### src/rtl/smbt_pkg.sv
// Shared types and reset values for the two-wire control-register target.
// Assumes registers are indexed from 0 and are 8 bits wide.
package smbt_pkg;

    // Bus-level phase of the target
    typedef enum logic [2:0] {
        ST_IDLE,   // waiting for START
        ST_RX,     // shifting in a byte from the host
        ST_RACK,   // holding ACK low for the host
        ST_TX,     // shifting out a byte to the host
        ST_TACK,   // sampling the host's ACK/NACK
        ST_SKIP    // released, waiting for START or STOP
    } bus_st_e;

    // Meaning of the next byte received
    typedef enum logic [1:0] {
        K_ADDR,
        K_INDEX,
        K_COUNT,
        K_DATA
    } rx_kind_e;

    // Power-up value of register idx
    function automatic logic [7:0] reg_default(input int idx);
        case (idx)
            0:       return 8'hFF;
            1:       return 8'h0F;
            2:       return 8'hFF;
            default: return 8'h00;
        endcase
    endfunction

endpackage

### src/rtl/smbt_sync.sv
// Two-flop synchroniser for asynchronous line inputs.
// Assumes the lines idle high, so the flops reset to all ones.
module smbt_sync #(
    parameter int W = 1
) (
    input  logic         clk,
    input  logic         rst_n,
    input  logic [W-1:0] d,
    output logic [W-1:0] q
);
    logic [W-1:0] stage1;
    logic [W-1:0] stage2;

    // Two register stages to settle metastability
    always_ff @(posedge clk) begin
        if (!rst_n) begin
            stage1 <= '1;
            stage2 <= '1;
        end else begin
            stage1 <= d;
            stage2 <= stage1;
        end
    end

    assign q = stage2;
endmodule

### src/rtl/smbt_line_events.sv
// Turns synchronised SCL/SDA levels into single-cycle bus events:
// SCL edges, START (SDA falls with SCL high) and STOP (SDA rises with SCL high).
// Assumes inputs are already synchronised to clk.
module smbt_line_events (
    input  logic clk,
    input  logic rst_n,
    input  logic scl_s,
    input  logic sda_s,
    output logic scl_rise,
    output logic scl_fall,
    output logic start_det,
    output logic stop_det
);
    logic scl_d;
    logic sda_d;

    // Previous-cycle line levels for edge detection
    always_ff @(posedge clk) begin
        if (!rst_n) begin
            scl_d <= 1'b1;
            sda_d <= 1'b1;
        end else begin
            scl_d <= scl_s;
            sda_d <= sda_s;
        end
    end

    // Event decode from current and previous levels
    always_comb begin
        scl_rise  = scl_s & ~scl_d;
        scl_fall  = ~scl_s & scl_d;
        start_det = scl_s & scl_d & sda_d & ~sda_s;
        stop_det  = scl_s & scl_d & ~sda_d & sda_s;
    end
endmodule

### src/rtl/smbt_regbank.sv
// Bank of NREG byte registers with one write port, one read port and a
// restore strobe that reloads the power-up values.
// Assumes indexes at or beyond NREG select nothing (writes dropped, reads 0).
module smbt_regbank
    import smbt_pkg::*;
#(
    parameter int NREG = 5
) (
    input  logic              clk,
    input  logic              rst_n,
    input  logic              restore,
    input  logic              wr_en,
    input  logic [7:0]        wr_idx,
    input  logic [7:0]        wr_data,
    input  logic [7:0]        rd_idx,
    output logic [7:0]        rd_data,
    output logic [NREG*8-1:0] regs_flat
);
    localparam logic [7:0] NREG_B = 8'(NREG);

    logic [7:0]        bank [NREG];
    logic [NREG*8-1:0] dflt_flat;

    for (genvar g = 0; g < NREG; g++) begin : g_reg
        // One register: reset/restore value or indexed write
        always_ff @(posedge clk) begin
            if (!rst_n || restore) begin
                bank[g] <= reg_default(g);
            end else if (wr_en && wr_idx == 8'(g)) begin
                bank[g] <= wr_data;
            end
        end
        assign regs_flat[g*8 +: 8] = bank[g];
    end

    // Read multiplexer, zero for unimplemented indexes
    always_comb begin
        rd_data = 8'h00;
        for (int i = 0; i < NREG; i++) begin
            if (rd_idx == 8'(i)) rd_data = bank[i];
        end
    end

    // Expected power-up image, used by the checks below
    always_comb begin
        for (int i = 0; i < NREG; i++) dflt_flat[i*8 +: 8] = reg_default(i);
    end

    // a restore strobe leaves every register at its power-up value
    a_r8_restore_defaults: assert property (@(posedge clk) disable iff (!rst_n)
        restore |=> (regs_flat == dflt_flat));

    // a write aimed past the last register changes nothing
    a_r4_oob_discard: assert property (@(posedge clk) disable iff (!rst_n)
        (wr_en && wr_idx >= NREG_B && !restore) |=> $stable(regs_flat));
endmodule

### src/rtl/smbt_ctrl_target.sv
// Two-wire target with indexed block write and counted block read access
// to a bank of control registers. The bus is oversampled by clk; SDA is
// driven only through an open-drain enable, updated after SCL falls.
// Assumes clk is at least several times faster than SCL and that the host
// does not stretch or glitch the lines.
module smbt_ctrl_target
    import smbt_pkg::*;
#(
    parameter int         NREG     = 5,
    parameter logic [6:0] DEV_ADDR = 7'h69
) (
    input  logic              clk,
    input  logic              rst_n,
    input  logic              scl_in,
    input  logic              sda_in,
    output logic              sda_oe,
    input  logic              restore_n,
    output logic [NREG*8-1:0] regs_out
);
    localparam logic [7:0] CNT_B = 8'(NREG);

    logic scl_s, sda_s, restore_s, restore_d, restore_pulse;
    logic scl_rise, scl_fall, start_det, stop_det;

    bus_st_e    state;
    rx_kind_e   kind;
    logic [3:0] bitcnt;
    logic [7:0] rx_sh;
    logic [7:0] tx_byte;
    logic [7:0] ptr;
    logic [7:0] remain;
    logic       rd_mode;
    logic       host_ack;

    logic       byte_done;
    logic       accept;
    logic       wr_en;
    logic [7:0] rd_data;
    logic [7:0] nxt_ptr;

    smbt_sync #(.W(3)) u_sync (
        .clk   (clk),
        .rst_n (rst_n),
        .d     ({scl_in, sda_in, restore_n}),
        .q     ({scl_s, sda_s, restore_s})
    );

    smbt_line_events u_events (
        .clk       (clk),
        .rst_n     (rst_n),
        .scl_s     (scl_s),
        .sda_s     (sda_s),
        .scl_rise  (scl_rise),
        .scl_fall  (scl_fall),
        .start_det (start_det),
        .stop_det  (stop_det)
    );

    // Falling-edge detector on the synchronised restore line
    always_ff @(posedge clk) begin
        if (!rst_n) restore_d <= 1'b1;
        else        restore_d <= restore_s;
    end
    assign restore_pulse = restore_d & ~restore_s;

    // Byte-complete decode and acceptance decision
    always_comb begin
        byte_done = (state == ST_RX) && scl_fall && (bitcnt == 4'd8);
        case (kind)
            K_ADDR:  accept = (rx_sh[7:1] == DEV_ADDR);
            K_DATA:  accept = (remain != 8'd0);
            default: accept = 1'b1;
        endcase
        wr_en   = byte_done && (kind == K_DATA) && (remain != 8'd0);
        nxt_ptr = (ptr >= CNT_B - 8'd1) ? 8'd0 : ptr + 8'd1;
    end

    smbt_regbank #(.NREG(NREG)) u_bank (
        .clk       (clk),
        .rst_n     (rst_n),
        .restore   (restore_pulse),
        .wr_en     (wr_en),
        .wr_idx    (ptr),
        .wr_data   (rx_sh),
        .rd_idx    (ptr),
        .rd_data   (rd_data),
        .regs_flat (regs_out)
    );

    // Protocol sequencer: byte framing, ACK handling and pointer updates
    always_ff @(posedge clk) begin
        if (!rst_n) begin
            state    <= ST_IDLE;
            kind     <= K_ADDR;
            bitcnt   <= 4'd0;
            rx_sh    <= 8'd0;
            tx_byte  <= 8'd0;
            ptr      <= 8'd0;
            remain   <= 8'd0;
            rd_mode  <= 1'b0;
            host_ack <= 1'b0;
            sda_oe   <= 1'b0;
        end else if (stop_det) begin
            state  <= ST_IDLE;
            sda_oe <= 1'b0;
        end else if (start_det) begin
            state   <= ST_RX;
            kind    <= K_ADDR;
            bitcnt  <= 4'd0;
            rd_mode <= 1'b0;
            sda_oe  <= 1'b0;
        end else begin
            case (state)
                ST_RX: begin
                    if (scl_rise) begin
                        rx_sh  <= {rx_sh[6:0], sda_s};
                        bitcnt <= bitcnt + 4'd1;
                    end else if (byte_done) begin
                        if (accept) begin
                            sda_oe <= 1'b1;
                            state  <= ST_RACK;
                        end else begin
                            sda_oe <= 1'b0;
                            state  <= ST_SKIP;
                        end
                        case (kind)
                            K_ADDR: begin
                                rd_mode <= rx_sh[0];
                                kind    <= K_INDEX;
                            end
                            K_INDEX: begin
                                ptr  <= rx_sh;
                                kind <= K_COUNT;
                            end
                            K_COUNT: begin
                                remain <= rx_sh;
                                kind   <= K_DATA;
                            end
                            default: begin
                                if (accept) begin
                                    ptr    <= ptr + 8'd1;
                                    remain <= remain - 8'd1;
                                end
                            end
                        endcase
                    end
                end
                ST_RACK: begin
                    if (scl_fall) begin
                        bitcnt <= 4'd0;
                        if (rd_mode) begin
                            state   <= ST_TX;
                            tx_byte <= CNT_B;
                            sda_oe  <= ~CNT_B[7];
                        end else begin
                            state  <= ST_RX;
                            sda_oe <= 1'b0;
                        end
                    end
                end
                ST_TX: begin
                    if (scl_rise) begin
                        bitcnt <= bitcnt + 4'd1;
                    end else if (scl_fall) begin
                        if (bitcnt == 4'd8) begin
                            sda_oe <= 1'b0;
                            state  <= ST_TACK;
                        end else begin
                            sda_oe <= ~tx_byte[3'(4'd7 - bitcnt)];
                        end
                    end
                end
                ST_TACK: begin
                    if (scl_rise) begin
                        host_ack <= ~sda_s;
                    end else if (scl_fall) begin
                        if (host_ack) begin
                            tx_byte <= rd_data;
                            sda_oe  <= ~rd_data[7];
                            ptr     <= nxt_ptr;
                            bitcnt  <= 4'd0;
                            state   <= ST_TX;
                        end else begin
                            state <= ST_SKIP;
                        end
                    end
                end
                default: ;
            endcase
        end
    end

    // the driven data line only moves while SCL is low
    a_r9_sda_scl_low: assert property (@(posedge clk) disable iff (!rst_n)
        (sda_oe != $past(sda_oe)) |-> !scl_s);

    // nothing is driven while idle or after a NACK / foreign address
    a_r6_released_when_idle: assert property (@(posedge clk) disable iff (!rst_n)
        (state == ST_IDLE || state == ST_SKIP) |-> !sda_oe);

    // the read pointer always lands inside the bank after a byte is loaded
    a_r5_read_wraps: assert property (@(posedge clk) disable iff (!rst_n)
        (state == ST_TACK && scl_fall && host_ack) |=> (ptr < CNT_B));

    // a byte never carries more than eight data bits
    a_r2_bit_count: assert property (@(posedge clk) disable iff (!rst_n)
        bitcnt <= 4'd8);
endmodule

### config.mk
export PLATFORM = sky130hd
export DESIGN_NAME = smbt_ctrl_target
export DESIGN_NICKNAME = d
export VERILOG_FILES = /design/src/rtl/smbt_pkg.sv /design/src/rtl/smbt_sync.sv /design/src/rtl/smbt_line_events.sv /design/src/rtl/smbt_regbank.sv /design/src/rtl/smbt_ctrl_target.sv
export SDC_FILE = /design/constraint.sdc
export NUM_CORES = 1
export LEC_CHECK = 0
export BUFFER_PORTS_ARGS = -buffer_cell sky130_fd_sc_hd__buf_2
export CORE_MARGIN = 5
export CORE_UTILIZATION = 40
export CTS_CLUSTER_DIAMETER = 80
export DETAILED_ROUTE_END_ITERATION = 7
export PLACE_DENSITY = 0.57
export SYNTH_ARGS = -nofsm -noshare
export SYNTH_HDL_FRONTEND = slang
export SYNTH_SLANG_ARGS = --single-unit
### constraint.sdc
create_clock -name clk -period 2.9 [get_ports clk]
set_input_delay 0.58 -clock clk [delete_from_list [all_inputs] [get_ports clk]]
set_output_delay 0.58 -clock clk [all_outputs]
set_load 0.01 [all_outputs]
==> results of run 1 <==
area by class of cell:
class                           instances  area (um^2)  share of cell area (%)
Multi-Input combinational cell        357         2350                    42.1
Tap cell                              147          184                    3.30
Sequential cell                        93         2260                    40.6
Inverter                               21         78.8                    1.41
Timing Repair Buffer                   64          368                    6.59
Clock inverter                          6          110                    1.97
Clock buffer                           10          229                    4.10
worst max-delay path: stages, from the launching register on:
cell      delay (ns)
dfxtp_1         0.34
inv_1           0.07
ha_1            0.16
or3b_2          0.50
o21a_1          0.37
o311ai_4        0.64
mux2i_1         0.25
nor2_1          0.05
metal layers:
metal	GRT usage, %	wire [um]	vias to the layer above
met5	0	0	-
met4	5.01	161	0
met3	4.57	763	14
met2	30.5	6190	113
met1	23.9	5770	1932
li1	-	-	1946
through the flow:
stage	hold WS, ns	setup WS (ns)
2_1_floorplan	0.386	0.669
3_3_place_gp	0.395	0.457
3_5_place_dp	0.401	0.362
4_1_cts	0.398	0.391
5_1_grt	0.418	0.177
6_report	0.412	0.392
worst max path at each step:
stage              start                end  slack (ns)  cells after the start
3_5_place_dp   remain[0]          remain[1]        0.36                      7
6_report       remain[0]          remain[1]        0.39                      7
3_3_place_gp   remain[0]          remain[1]        0.46                      7
4_1_cts        remain[0]          remain[1]        0.39                      7
2_1_floorplan  remain[0]  u_bank.bank[1][4]        0.67                      9
5_1_grt        remain[0]          remain[4]        0.18                      7
cell families after synthesis:
group | Yosys count | share of synthesized area [%]
xor+xnor | 5 | 0.904
simple gates | 200 | 22.4
buf+inv | 56 | 4.88
compound gates | 125 | 18.9
fa+ha+maj | 12 | 3.10
mux | 15 | 3.10
flops | 93 | 46.7
Yosys cell counts (3+ instances only):
library cell / number / area [um^2]
dfxtp_1: 53 / 1060
edfxtp_1: 40 / 1200
nor2_1: 39 / 146
nand2_1: 38 / 143
a21oi_1: 28 / 140
clkbuf_1: 24 / 90.1
inv_1: 20 / 75.1
nand2b_1: 18 / 113
and3_1: 16 / 100
mux2i_1: 15 / 150
nand3_1: 15 / 75.1
o31ai_1: 14 / 105
nor3_1: 13 / 65.1
ha_1: 12 / 150
o21ai_0: 12 / 60.1
or2_2: 12 / 75.1
a221oi_1: 9 / 78.8
nor2b_1: 9 / 56.3
a221o_1: 7 / 70.1
and2_1: 7 / 43.8
a211oi_1: 6 / 45.0
buf_2: 6 / 30.0
nor4_1: 6 / 37.5
o211ai_1: 6 / 45.0
a211o_1: 5 / 43.8
a21o_1: 5 / 37.5
a31oi_1: 4 / 25.0
or3_1: 4 / 25.0
xnor2_1: 4 / 35.0
nor3b_1: 3 / 22.5
o21bai_1: 3 / 22.5
o311ai_0: 3 / 26.3
o32ai_1: 3 / 26.3
or4_1: 3 / 22.5
registers in the layout, indices dropped and copies added (netlist names):
name and count:
bitcnt 4, host_ack 1, kind 2, ptr 8, rd_mode 1, remain 8, restore_d 1, rx_sh 8
sda_oe 1, state 3, tx_byte 8, u_bank.bank 40, u_events.scl_d 1, u_events.sda_d 1, u_sync.q 3, u_sync.stage1 3
power by group:
part / switching (mW) / internal (mW)
combinational: 0.0682 / 0.0336
sequential: 0.0147 / 1.38
clock: 0.497 / 0.843
==> summary.txt, run 1 <==
Status: completed
Postcts setup bufs: 0
Drt first pass iters: 5
Syn_area_per_cell: 9.57 um^2
FMAX: 0.399 GHz
Max Cap Viol: 0
Placed cell area: 0.00524 mm^2
Chip Height: 120 um
Sequential area share after synthesis: 46.7%
DR WL/cell: 18.4 um
Post-placement cell count: 682
Post-route DRC: 0
Pin count of the biggest net entering global routing: 27
Most frequent cells in the layout: dfxtp_1 (53), buf_2 (45), edfxtp_1 (40), nor2_1 (39), nand2_1 (38)
Worst Tran Pin Value: 0.691 ns
GRT Total Usage: 18.4%
Design area: 0.00558 mm^2
# port buffers: 45
Hold_sp: u_sync.stage1[1]
Clock Tree Buf Depth: 2
R2R setup slack: 0.39 ns
CTS buffer count: 9
Layout Nets: 563
Clock-pin transition on the worst setup and hold timing paths: 0.06 ns
Reg2Reg Depth: 7
CP arrival: 2.73 ns
Post-synthesis register bit count: 93
GRT overflow: 0
Clock latency at the later pin of the worst-skew pair: 0.35 ns
Hold Crit Depth: 1
Endpoint type of the worst setup path: flop
Width of the die: 120 um
Hold-fix buffer count after cts: 0
Mean number of vias per cell: 5.74
Syn Inst Count: 506
Cell leakage power: 2.18 nW
Critical Path Fanout Max: 15
Post-Syn Area: 0.00484 mm^2
Critical Path Source Type: flop
Sink Count: 93
Net Count, Synth: 523
EDFF count, synth: 40
TritonCTS clock tree: yes
Finish-stage setup viols: 0
Post-route ant nets: 0
Pwr Density: 509 mW/mm^2
Vias in the first global route: 3880
Setup TNS: 0 ns
WS Path Type: flop to flop
RR Endpoint: remain[1]
Slew Viols, Final: 0
Yosys cell types: 67
# diodes: 0
Req. time, crit path: 3.12 ns
Die area: 0.0144 mm^2
Final cell count without fillers: 698
GP Congestion: 0.889
Area growth, synth to finish: 15.1%
Drt first-iter violations: 292
Initial antenna violation count: 0
Setup Skew: 0.0108 ns
Hold path endpoint: u_sync.q[1]
Post-DP HPWL: 9230 um
Core area: 0.0120 mm^2
Asr flop ratio synth: 0%
Worst IR Drop VDD: 0.241 mV
RSZ-0062 raised after global routing: false
Final WL: 12900 um
Via count: 4005
Share of post-route cells with drive strength above 1: 17.8%
Root Buffer: clkbuf_16
Total chip power: 2.84 mW
Hold Path Class: flop to flop
R2r startpoint: remain[0]
# IOs: 46
Period utilisation layout: 86.5%
First-pass GRT wire length: 20900 um
Fill cells: 1157
CTS HTree Levels: 3
Initial core utilization: 40.5%
Tmin final: 2.51 ns
Finished Core Util: 46.6%
Rows: 40
Worst slew margin: 54.0%
Yosys synthesis warning count: 0
Main synth FF type: dfxtp_1
Most common cell after layout, fill and taps aside: dfxtp_1
CTS resizes: 0
Final hold violations: 0
Note: power is estimated with default switching activity, not from simulation.
==> inputs of run 2 (changes only) <==
PLACE_DENSITY = 0.56   (was 0.57)
SYNTH_HIERARCHICAL = 1   (was unset)
==> run 2 against run 1 <==
Combinational power up 33%. Largest cell class unchanged. Wire length up 3.7%. Final cell count up 4.7%. Die area up 3.2%. Register-to-register slack worse by 0.21 ns. Clock power down 7%. Core utilization up 1.2 points. Flip-flop and latch count unchanged. Area after synthesis up 3.5%. Global-route usage up 0.31 points.
==> summary.txt, run 2 <==
Final setup margin: 0.184 ns (-0.207 ns)
Slowest CP cell: nor4_2
TritonCTS clock tree: yes
Critical path's largest stage delay: 0.40 ns (-0.24 ns)
# IOs: 46 (unchanged)
Worst Tran Pin Value: 0.676 ns (-0.0142 ns)
Status: completed
Chip Height: 122 um (+1.6%)
Clock latency at the later pin of the worst-skew pair: 0.35 ns (about the same)
# diodes: 0 (unchanged)
Syn Inst Count: 501 (-0.99%)
WS Path Type: flop to flop
Area growth, synth to finish: 16.0%
Core area: 0.0122 mm^2 (+1.7%)
Finish-stage setup viols: 0 (unchanged)
Max Cap Viol: 0 (unchanged)
Hold-fix buffer count after cts: 0 (unchanged)
Yosys cell types: 78 (+16%)
Main synth FF type: dfxtp_1
Initial antenna violation count: 0 (unchanged)
Internal: 2.18 mW (-3.4%)
Most frequent cells in the layout: dfxtp_1 (53), buf_2 (45), edfxtp_1 (40), nor2_1 (39), nand2_1 (31)
Pin count of the biggest net entering global routing: 36 (+33%)
Layout Nets: 572 (+1.6%)
EDFF count, synth: 40 (unchanged)
Share of post-route cells with drive strength above 1: 20.2% (+2.5 points)
Drt first pass iters: 5 (unchanged)
Post-DP HPWL: 9580 um (+3.9%)
First-pass GRT wire length: 21300 um (+2.3%)
Critical Path Source Type: flop
Critical path, cell by cell: inv_1 -> ha_1 -> or4b_4 -> o21ai_0 -> nor4_2 -> nor3b_1 -> buf_4 -> nand2_1 -> o21ai_1 -> buf_4
Pwr Density: 477 mW/mm^2 (-6.4%)
Final cell count without fillers: 731 (+4.7%)
Sequential power share: 50.4% (+1.2 points)
Most common cell after layout, fill and taps aside: dfxtp_1
Post-route ant nets: 0 (unchanged)
Drt first-iter violations: 385 (+32%)
Buf/Inv on CP: 3 (+2)
Slew Viols, Final: 0 (unchanged)
Post-synthesis register bit count: 93 (unchanged)
Worst path most repeated cell: buf_4
Final WL: 13400 um (+3.7%)
Rows: 40 (unchanged)
RSZ-0062 raised after global routing: false
Req. time, crit path: 2.96 ns (-0.16 ns)
CTS buffer count: 9 (unchanged)
Fill cells: 1168 (+0.95%)
Mean number of vias per cell: 5.54 (-3.5%)
Worst slew margin: 54.8% (+0.89 points)
GRT overflow: 0 (unchanged)
Top cells by instance count after synthesis: dfxtp_1 (53), edfxtp_1 (40), nor2_1 (39)
Width of the die: 122 um (+1.6%)
CTS HTree Levels: 3 (unchanged)
GP Congestion: 0.848 (-4.6%)
Yosys synthesis warning count: 6 (+6)
Sequential area share after synthesis: 45.1% (-1.6 points)
Area leader, netlist: edfxtp_1
Cell family with most CP delay: simple AND/OR/NAND/NOR gates
Most numerous cell in the Yosys netlist: dfxtp_1
FMAX: 0.368 GHz (-7.6%)
Final hold violations: 0 (unchanged)
R2R setup slack: 0.18 ns (-0.21 ns)
Clock-pin transition on the worst setup and hold timing paths: 0.06 ns (about the same)
Cell leakage power: 2.02 nW (-7.4%)
Post-route DRC: 0 (unchanged)
Die area: 0.0149 mm^2 (+3.2%)
Post-place setup slack: 0.0839 ns (-0.278 ns)
Top cells by area, synth: edfxtp_1 (24%), dfxtp_1 (21%), or3_1 (3.2%)
Setup TNS: 0 ns (unchanged)
Post-placement cell count: 715 (+4.8%)
Hold Path Class: flop to flop
# port buffers: 45 (unchanged)
Post-Syn Area: 0.00501 mm^2 (+3.5%)
DR WL/cell: 18.3 um (-1.0%)
Tmin final: 2.72 ns (+0.207 ns)
Root Buffer: clkbuf_16
CP arrival: 2.77 ns (+0.04 ns)
Net Count, Synth: 515 (-1.5%)
Clock Tree Buf Depth: 2 (unchanged)
Initial core utilization: 41.2% (+0.71 points)
Sink Count: 93 (unchanged)
Endpoint type of the worst setup path: flop
Critical Path Fanout Max: 9 (-6)
NetSw: 0.588 mW (+1.3%)
Switching Share: 21.2% (+0.78 points)
GRT Total Usage: 18.7% (+0.31 points)
Setup Skew: 0.00665 ns (-0.00418 ns)
Asr flop ratio synth: 0% (unchanged)
Clock network power share: 44.7% (-2.5 points)
Vias in the first global route: 3847 (-0.85%)
Via count: 4048 (+1.1%)
Combinational Power Share: 4.9% (+1.3 points)
Top-area cell type share of the netlist area: 24.0% (-0.83 points)
Total chip power: 2.77 mW (-2.4%)
Largest Register: u_bank/bank
Worst IR Drop VDD: 0.360 mV (+49%)
Max FFs per register: 40 (unchanged)
Period utilisation layout: 93.6% (+7.2 points)
Syn_area_per_cell: 10.0 um^2 (+4.5%)
run 2: final timing paths:
path,startpoint,to,depth (start not counted)
setup reg to reg,remain[0],u_bank/bank[2][1],10
setup / recovery,remain[0],u_bank/bank[2][1],10
hold reg to reg,u_sync/stage1[2],u_sync/q[2],1
hold / removal,u_sync/stage1[2],u_sync/q[2],1
run 2: stage by stage:
stage	hold WS, ns	util, %	instance area, um^2
finish	0.407	47.8	5810
global route	0.416	47.8	5810
CTS	0.397	47.7	5810
detailed placement	0.395	45.2	5500
global placement	0.390	45.2	5500
floorplan	0.386	-	5010
run 2: cell type report:
type	count	area [um^2]	area share (%)
multi-input cells	371	2580	44.3
clock inverters	4	72.6	1.25
inverters	15	56.3	0.969
well taps	168	210	3.62
repair buffers	68	398	6.84
clock buffers	12	236	4.07
flip-flops and latches	93	2260	38.9
run 2: cells by family (layout without fill, tap and decap cells):
kind of cell,after synthesis,after routing,synth area share [%]
xor+xnor,3,3,0.524
flops,93,93,45.1
buf+inv,37,99,3.57
simple gates,221,221,25.9
fa+ha+maj,9,9,2.25
compound gates,116,116,17.3
mux,22,22,5.37
run 2: power by group through the flow:
stage	clock, mW	combinational, mW	sequential [mW]
after floorplan	0	0.0827	1.43
after global placement	0	0.134	1.42
after detailed placement	0	0.136	1.43
after CTS	1.27	0.136	1.40
after global routing	1.32	0.151	1.40
final	1.24	0.136	1.40
run 2: timing repair:
action | 4_1_cts | 5_1_grt
setup endpoints to repair | 0 | 55
buffers inserted | 0 | 0
gates resized for setup | 0 | 2
run 2: layer usage:
| layer | global-route usage [%] | wire length (um) | up-vias |
|---|---|---|---|
| met5 | 0 | 0 | - |
| met4 | 7.91 | 289 | 0 |
| met2 | 29.6 | 6100 | 98 |
| met1 | 25.4 | 6360 | 1929 |
| met3 | 3.16 | 600 | 20 |
| li1 | - | - | 2001 |
